`config.mk`:
```
export PLATFORM = sky130hd
export DESIGN_NAME = dual_timer_unit
export DESIGN_NICKNAME = d
export VERILOG_FILES = /design/src/rtl/tmr_pkg.sv /design/src/rtl/tmr_prescaler.sv /design/src/rtl/tmr_channel.sv /design/src/rtl/dual_timer_unit.sv
export SDC_FILE = /design/constraint.sdc
export NUM_CORES = 1
export LEC_CHECK = 0
export ABC_AREA = 1
export ABC_CLOCK_PERIOD_IN_PS = 2700
export CAP_MARGIN = 25
export CORE_ASPECT_RATIO = 1.25
export CORE_UTILIZATION = 30
export CTS_BUF_LIST = sky130_fd_sc_hd__clkbuf_4 sky130_fd_sc_hd__clkbuf_8
export CTS_CLUSTER_SIZE = 12
export DETAILED_ROUTE_END_ITERATION = 10
export HOLD_SLACK_MARGIN = 0.12
export PLACE_DENSITY = 0.45
export SLEW_MARGIN = 10
export SYNTH_ARGS = -nofsm -noshare
export SYNTH_HDL_FRONTEND = slang
export SYNTH_SLANG_ARGS = --single-unit
```
`constraint.sdc`:
```
create_clock -name clk -period 2.7 [get_ports clk]
set_input_delay 0.27 -clock clk [delete_from_list [all_inputs] [get_ports clk]]
set_output_delay 0.27 -clock clk [all_outputs]
set_load 0.005 [all_outputs]
```
`src/rtl/tmr_pkg.sv`:
```
package tmr_pkg;
   localparam int RATE_W = 2;

   typedef struct packed {
      logic [RATE_W-1:0] rate;
      logic              restart;
      logic              run;
   } tmr_ctrl_t;

   localparam int CTRL_W = $bits(tmr_ctrl_t);

   typedef enum logic [1:0] {
      REG_COUNT  = 2'd0,
      REG_RELOAD = 2'd1,
      REG_CTRL   = 2'd2,
      REG_SPARE  = 2'd3
   } tmr_reg_e;
endpackage

```
`src/rtl/tmr_prescaler.sv`:
```
module tmr_prescaler
   import tmr_pkg::*;
#(
   parameter int DIV_BITS = (1 << RATE_W) - 1
) (
   input  logic              clk,
   input  logic              rst_n,
   input  logic              run,
   input  logic              restart_phase,
   input  logic [RATE_W-1:0] rate,
   output logic              tick
);
   localparam int MAX_CODE = (1 << RATE_W) - 1;

   logic [DIV_BITS-1:0] phase_q;
   logic [DIV_BITS-1:0] limit;

   initial begin
      assert (DIV_BITS >= MAX_CODE) else $error("prescaler too narrow for rate code");
   end

   assign limit = DIV_BITS'((32'd1 << rate) - 32'd1);
   assign tick  = run && (phase_q == limit);

   always_ff @(posedge clk or negedge rst_n) begin
      if (!rst_n) begin
         phase_q <= '0;
      end else if (restart_phase || !run || tick) begin
         phase_q <= '0;
      end else begin
         phase_q <= phase_q + 1'b1;
      end
   end

   AST_PHASE_IN_RANGE: assert property (@(posedge clk) disable iff (!rst_n)
      phase_q <= limit || $past(restart_phase) || !$past(run) || $changed(rate)) else $error("phase overran");
endmodule

```
`src/rtl/tmr_channel.sv`:
```
module tmr_channel
   import tmr_pkg::*;
#(
   parameter int CNT_W = 32
) (
   input  logic             clk,
   input  logic             rst_n,
   input  logic             wr_cnt,
   input  logic             wr_rld,
   input  logic             wr_ctrl,
   input  logic [CNT_W-1:0] wval,
   input  tmr_ctrl_t        wctrl,
   output logic [CNT_W-1:0] cnt_o,
   output logic [CNT_W-1:0] rld_o,
   output tmr_ctrl_t        ctrl_o,
   output logic             irq_o
);
   localparam logic [CNT_W-1:0] ONE = CNT_W'(1);

   logic [CNT_W-1:0] cnt_q, rld_q;
   tmr_ctrl_t        ctrl_q;
   logic             irq_q;
   logic             tick;
   logic             expire;

   initial begin
      assert (CNT_W >= 2 && CNT_W <= 32) else $error("CNT_W out of range");
   end

   tmr_prescaler u_psc (
      .clk           (clk),
      .rst_n         (rst_n),
      .run           (ctrl_q.run),
      .restart_phase (wr_ctrl),
      .rate          (ctrl_q.rate),
      .tick          (tick)
   );

   assign expire = tick && !wr_cnt && (cnt_q == ONE);

   always_ff @(posedge clk or negedge rst_n) begin
      if (!rst_n) begin
         cnt_q  <= '0;
         rld_q  <= '0;
         ctrl_q <= '0;
         irq_q  <= 1'b0;
      end else begin
         irq_q <= expire;
         if (wr_rld) rld_q <= wval;
         if (wr_cnt) begin
            cnt_q <= wval;
         end else if (tick && cnt_q != '0) begin
            if (cnt_q == ONE) cnt_q <= ctrl_q.restart ? rld_q : '0;
            else              cnt_q <= cnt_q - ONE;
         end
         if (wr_ctrl) begin
            ctrl_q <= wctrl;
         end else if (expire && !ctrl_q.restart) begin
            ctrl_q.run <= 1'b0;
         end
      end
   end

   assign cnt_o  = cnt_q;
   assign rld_o  = rld_q;
   assign ctrl_o = ctrl_q;
   assign irq_o  = irq_q;

   AST_IRQ_FROM_ONE: assert property (@(posedge clk) disable iff (!rst_n)
      irq_q |-> $past(cnt_q) == ONE) else $error("irq without count of one");
   AST_SINGLE_STOPS: assert property (@(posedge clk) disable iff (!rst_n)
      (irq_q && !ctrl_q.restart && !$past(wr_ctrl)) |-> !ctrl_q.run) else $error("single shot kept running");
   AST_FROZEN_HOLD: assert property (@(posedge clk) disable iff (!rst_n)
      (!$past(ctrl_q.run) && !$past(wr_cnt)) |-> cnt_q == $past(cnt_q)) else $error("stopped count moved");
   AST_CTRL_HOLD: assert property (@(posedge clk) disable iff (!rst_n)
      (!$past(wr_ctrl) && !irq_q) |-> ctrl_q == $past(ctrl_q)) else $error("control changed unasked");
endmodule

```
`src/rtl/dual_timer_unit.sv`:
```
module dual_timer_unit
   import tmr_pkg::*;
#(
   parameter int NUM_TMR = 2,
   parameter int CNT_W   = 32,
   parameter int ADDR_W  = 5
) (
   input  logic               clk,
   input  logic               rst_n,
   input  logic               bus_wr,
   input  logic [ADDR_W-1:0]  bus_addr,
   input  logic [31:0]        bus_wdata,
   input  logic               bus_user,
   output logic [31:0]        bus_rdata,
   output logic [NUM_TMR-1:0] tmr_irq,
   output logic               priv_fault
);
   localparam int DATA_W = 32;
   localparam int SEL_W  = (NUM_TMR > 1) ? $clog2(NUM_TMR) : 1;

   initial begin
      assert (NUM_TMR >= 2) else $error("NUM_TMR must be at least 2");
      assert (ADDR_W >= 4 + SEL_W) else $error("ADDR_W too small for timer count");
      assert (CNT_W <= DATA_W) else $error("CNT_W wider than bus");
   end

   logic [CNT_W-1:0] cnt_a  [NUM_TMR];
   logic [CNT_W-1:0] rld_a  [NUM_TMR];
   tmr_ctrl_t        ctrl_a [NUM_TMR];

   logic [SEL_W-1:0] tsel;
   tmr_reg_e         rsel;
   logic             aligned;
   logic             wr_ok;
   logic             fault_q;

   assign tsel    = bus_addr[4 +: SEL_W];
   assign rsel    = tmr_reg_e'(bus_addr[3:2]);
   assign aligned = (bus_addr[1:0] == 2'b00);
   assign wr_ok   = bus_wr && !bus_user && aligned;

   for (genvar i = 0; i < NUM_TMR; i++) begin : g_tmr
      logic hit;
      assign hit = wr_ok && (tsel == SEL_W'(i));

      tmr_channel #(.CNT_W(CNT_W)) u_chan (
         .clk     (clk),
         .rst_n   (rst_n),
         .wr_cnt  (hit && rsel == REG_COUNT),
         .wr_rld  (hit && rsel == REG_RELOAD),
         .wr_ctrl (hit && rsel == REG_CTRL),
         .wval    (bus_wdata[CNT_W-1:0]),
         .wctrl   (tmr_ctrl_t'(bus_wdata[CTRL_W-1:0])),
         .cnt_o   (cnt_a[i]),
         .rld_o   (rld_a[i]),
         .ctrl_o  (ctrl_a[i]),
         .irq_o   (tmr_irq[i])
      );

      AST_USER_RLD_KEPT: assert property (@(posedge clk) disable iff (!rst_n)
         $past(bus_wr && bus_user) |-> rld_a[i] == $past(rld_a[i])) else $error("user write changed reload");
   end

   always_comb begin
      bus_rdata = '0;
      if (aligned && (int'(tsel) < NUM_TMR)) begin
         unique case (rsel)
            REG_COUNT:  bus_rdata = DATA_W'(cnt_a[tsel]);
            REG_RELOAD: bus_rdata = DATA_W'(rld_a[tsel]);
            REG_CTRL:   bus_rdata = DATA_W'(ctrl_a[tsel]);
            REG_SPARE:  bus_rdata = '0;
         endcase
      end
   end

   always_ff @(posedge clk or negedge rst_n) begin
      if (!rst_n) fault_q <= 1'b0;
      else        fault_q <= bus_wr && bus_user;
   end

   assign priv_fault = fault_q;

   AST_FAULT_CAUSE: assert property (@(posedge clk) disable iff (!rst_n)
      priv_fault |-> $past(bus_wr && bus_user)) else $error("fault without user write");
   AST_FAULT_RAISED: assert property (@(posedge clk) disable iff (!rst_n)
      (bus_wr && bus_user) |=> priv_fault) else $error("user write not flagged");
endmodule

```
==> impl_metrics.yaml <==
global_route:
  grt_overflow_total: 0
  antenna_found_initial: 0
  grt_pass1_vias: 10400
  grt_max_degree: 62
  grt_pass1_wl_mm: 65.4
  grt_util_all_layers: 0.248
logic_synthesis:
  synthTopCellsByCount: "nand2_1, nor2_1, o21ai_0"
  ys_types: 38
  ys_seq_area_frac: 0.348
  yosys_register_bits: 145
  syn-instance-count: 1653
  synth-edff-count: 0
  async_reset_ff_frac: 1.00
  synth_warnings: 0
  syn_nets: 1700
  syn-cell-area_um2: 10400
  yosysMostFrequentCell: "nand2_1"
  yosys_most_used_dff: "dfrtp_1"
  synthTopCellsByArea: "dfrtp_1, nand2_1, o21ai_0"
  yosys.area.top_type: "dfrtp_1"
  avgSynthCellArea_um2: 6.31
  synthDominantCellAreaShare: 0.348
critical_path:
  cp.required_ns: 2.43
  r2r_slack_ns: 0.34
  path_cells: "clkdlybuf4s50_1 -> nor2_2 -> inv_2 -> buf_4 -> a21oi_1 -> o21ai_0 -> a21oi_1 -> buf_4 -> clkdlybuf4s50_1"
  slowest_stage: "clkdlybuf4s50_1"
  r2r_end: "g_tmr[0].u_chan.cnt_o[19]"
  critPathCaptureType: "primary output"
  cpLargestDelayFamily: "buffers and inverters"
  critPathMaxStageDelay_ns: 0.50
  critPathKind: "in2out"
  worstPathArrival_ns: 2.28
  worst-path-max-fanout: 9
  reg2reg_depth: 11
  cp_num_buf_inv: 5
  cp-start-kind: "input pin"
  r2r-start: "g_tmr[0].u_chan.cnt_o[0]"
clock_tree:
  clock_latency_ns: 0.51
  cts_tree: "built"
  cts_sinks: 145
  clk_pin_slew_ns: 0.09
  cts_buffers: 17
  htree_levels: 4
  cts_buffer_depth: 2
  clockRootBuffer: "clkbuf_8"
timing:
  final_hold_viol_count: 0
  setup_viol: 0
  tns_ns: 0
  relSlewSlack: 0.557
  tightest_slew_ns: 0.665
  timing.fmax_mhz: 393
  period_needed_ns: 2.55
  slew_violations: 0
  fin_crit_sh: 0.943
  rsz0062_at_grt: "no"
  finClkSkew_ns: 0.0148
flow_run:
  maxCapViolCount: 0
run_status:
  status: "completed"
detailed_routing:
  drt_pass1_iterations: 5
  wirelength_mm: 42.8
  via_per_inst: 4.96
  drt_iter0_markers: 970
  vias: 11000
  drcViolationCount: 0
  ant_nets: 0
  routedWlPerCell_um: 19.4
die:
  initial_utilization: 0.304
  die_w_um: 169
  die_h_um: 210
  ioPinCount: 76
  dieArea_um2: 35500
  rows: 76
  core_um2: 34300
placement:
  io_buffer_count: 75
  place_inst: 2176
  dpl.hpwl_mm: 32.4
  place_congestion: 0.912
final_layout:
  syn2layout_area_growth_pct: 18.1
  fillCellCount: 3825
  antenna_cells: 0
  nNetsFinal: 1775
  fin_cells: 2209
  drive_gt1_frac: 0.0821
power_and_ir_drop:
  ir_worst_vdd_uv: 342
  p_per_area_nw_per_um2: 871
  p_leak_nw: 6.14
min_path:
  min_path_type: "in2async"
-- timing repair --
action	4_1_cts	5_1_grt
hold endpoints to repair	58	0
setup buffers	0	0
setup endpoints to repair	0	3
resized for setup	0	2
hold buffers	1	0
-- where the power goes --
part	leakage, nW	switching (mW)	internal, mW
sequential	1.90	0.803	2.73
combinational	4.03	3.47	1.75
clock	0.216	0.986	0.991
-- registers in the layout, indices dropped and copies added (netlist names) --
signal                      flops
g_tmr.u_chan.u_psc.phase_q      6
g_tmr.u_chan.irq_o              2
g_tmr.u_chan.rld_o             64
g_tmr.u_chan.cnt_o             64
priv_fault                      1
g_tmr.u_chan.ctrl_o             8
-- area by class of cell --
class	instances	area [um2]	area share
tap	468	586	0.0475
multi-input combinational	1261	5770	0.469
clock buffer	20	275	0.0223
inverter	174	656	0.0532
clock inverter	12	155	0.0126
sequential	145	3630	0.295
timing repair buffer	129	1240	0.101
-- how the worst max path moves through the flow --
stage                                   startpoint                         to  slack, ns  depth (start not counted)
after floorplan           g_tmr[1].u_chan.cnt_o[0]  g_tmr[1].u_chan.cnt_o[13]       0.96                         12
after global placement                 bus_addr[3]               bus_rdata[0]       0.11                          8
after detailed placement               bus_addr[2]              bus_rdata[20]       0.11                          9
after CTS                              bus_addr[2]              bus_rdata[20]       0.10                          9
after global routing                   bus_addr[2]              bus_rdata[11]      0.008                          9
final                                  bus_addr[3]              bus_rdata[24]       0.15                          9
-- cells by family (layout without fill, tap and decap cells) --
logic type | after synthesis | in the layout | share of synthesized area
buffers and inverters | 247 | 335 | 0.100
and+or+nand+nor | 954 | 954 | 0.389
xor gates and xnor gates | 20 | 20 | 0.0168
DFF | 145 | 145 | 0.348
adders and majority gates | 6 | 6 | 0.00720
AOI/OAI and AO/OA | 281 | 281 | 0.139
-- placed cells by master (no fill, tap or decap), types with 3 or more instances in the layout --
master,synthesis,layout
nand3_2,8,8
nor2_2,10,10
nor2_4,7,7
nor2_1,196,196
buf_4,8,46
a21oi_1,96,95
bufinv_16,0,3
clkdlybuf4s50_1,0,73
buf_12,0,7
o21bai_1,5,5
nand3_1,163,163
o21ai_0,170,170
inv_1,166,166
nand2_2,12,12
nand2_1,538,538
xnor2_1,5,5
ha_1,6,6
inv_2,6,6
clkinv_2,0,3
dfrtp_1,145,145
clkbuf_8,0,20
nand4_1,8,8
xor2_1,15,15
-- per-layer routing --
metal	vias up	track usage	wire length (um)
met5	-	0	0
met2	303	0.398	19800
met4	0	0.0765	921
met3	43	0.0327	2200
met1	5202	0.346	19900
li1	5407	-	-
-- metrics by stage --
stage / setup WS (ns) / total power, mW / cell area, um2 / hold slack, ns / utilization
after floorplan: 0.958 / 6.94 / 10400 / -0.0256 / -
after detailed placement: 0.107 / 8.73 / 11900 / 0.316 / 0.346
final: 0.154 / 10.7 / 12300 / 0.324 / 0.359
after CTS: 0.102 / 10.7 / 12300 / 0.307 / 0.358
after global placement: 0.109 / 8.72 / 11900 / 0.322 / 0.346
after global routing: 0.00839 / 11.6 / 12300 / 0.321 / 0.359
-- worst reg2reg max path: stages (launching register included) --
cell	delay, ns
dfrtp_1	0.41
inv_1	0.15
ha_1	0.26
nand2_1	0.15
nor2_4	0.18
nand2_1	0.14
o21ai_2	0.44
buf_4	0.29
nand3_1	0.09
nand2_1	0.08
inv_1	0.04
nand2_1	0.06
Power figures use the tool's default switching activity.
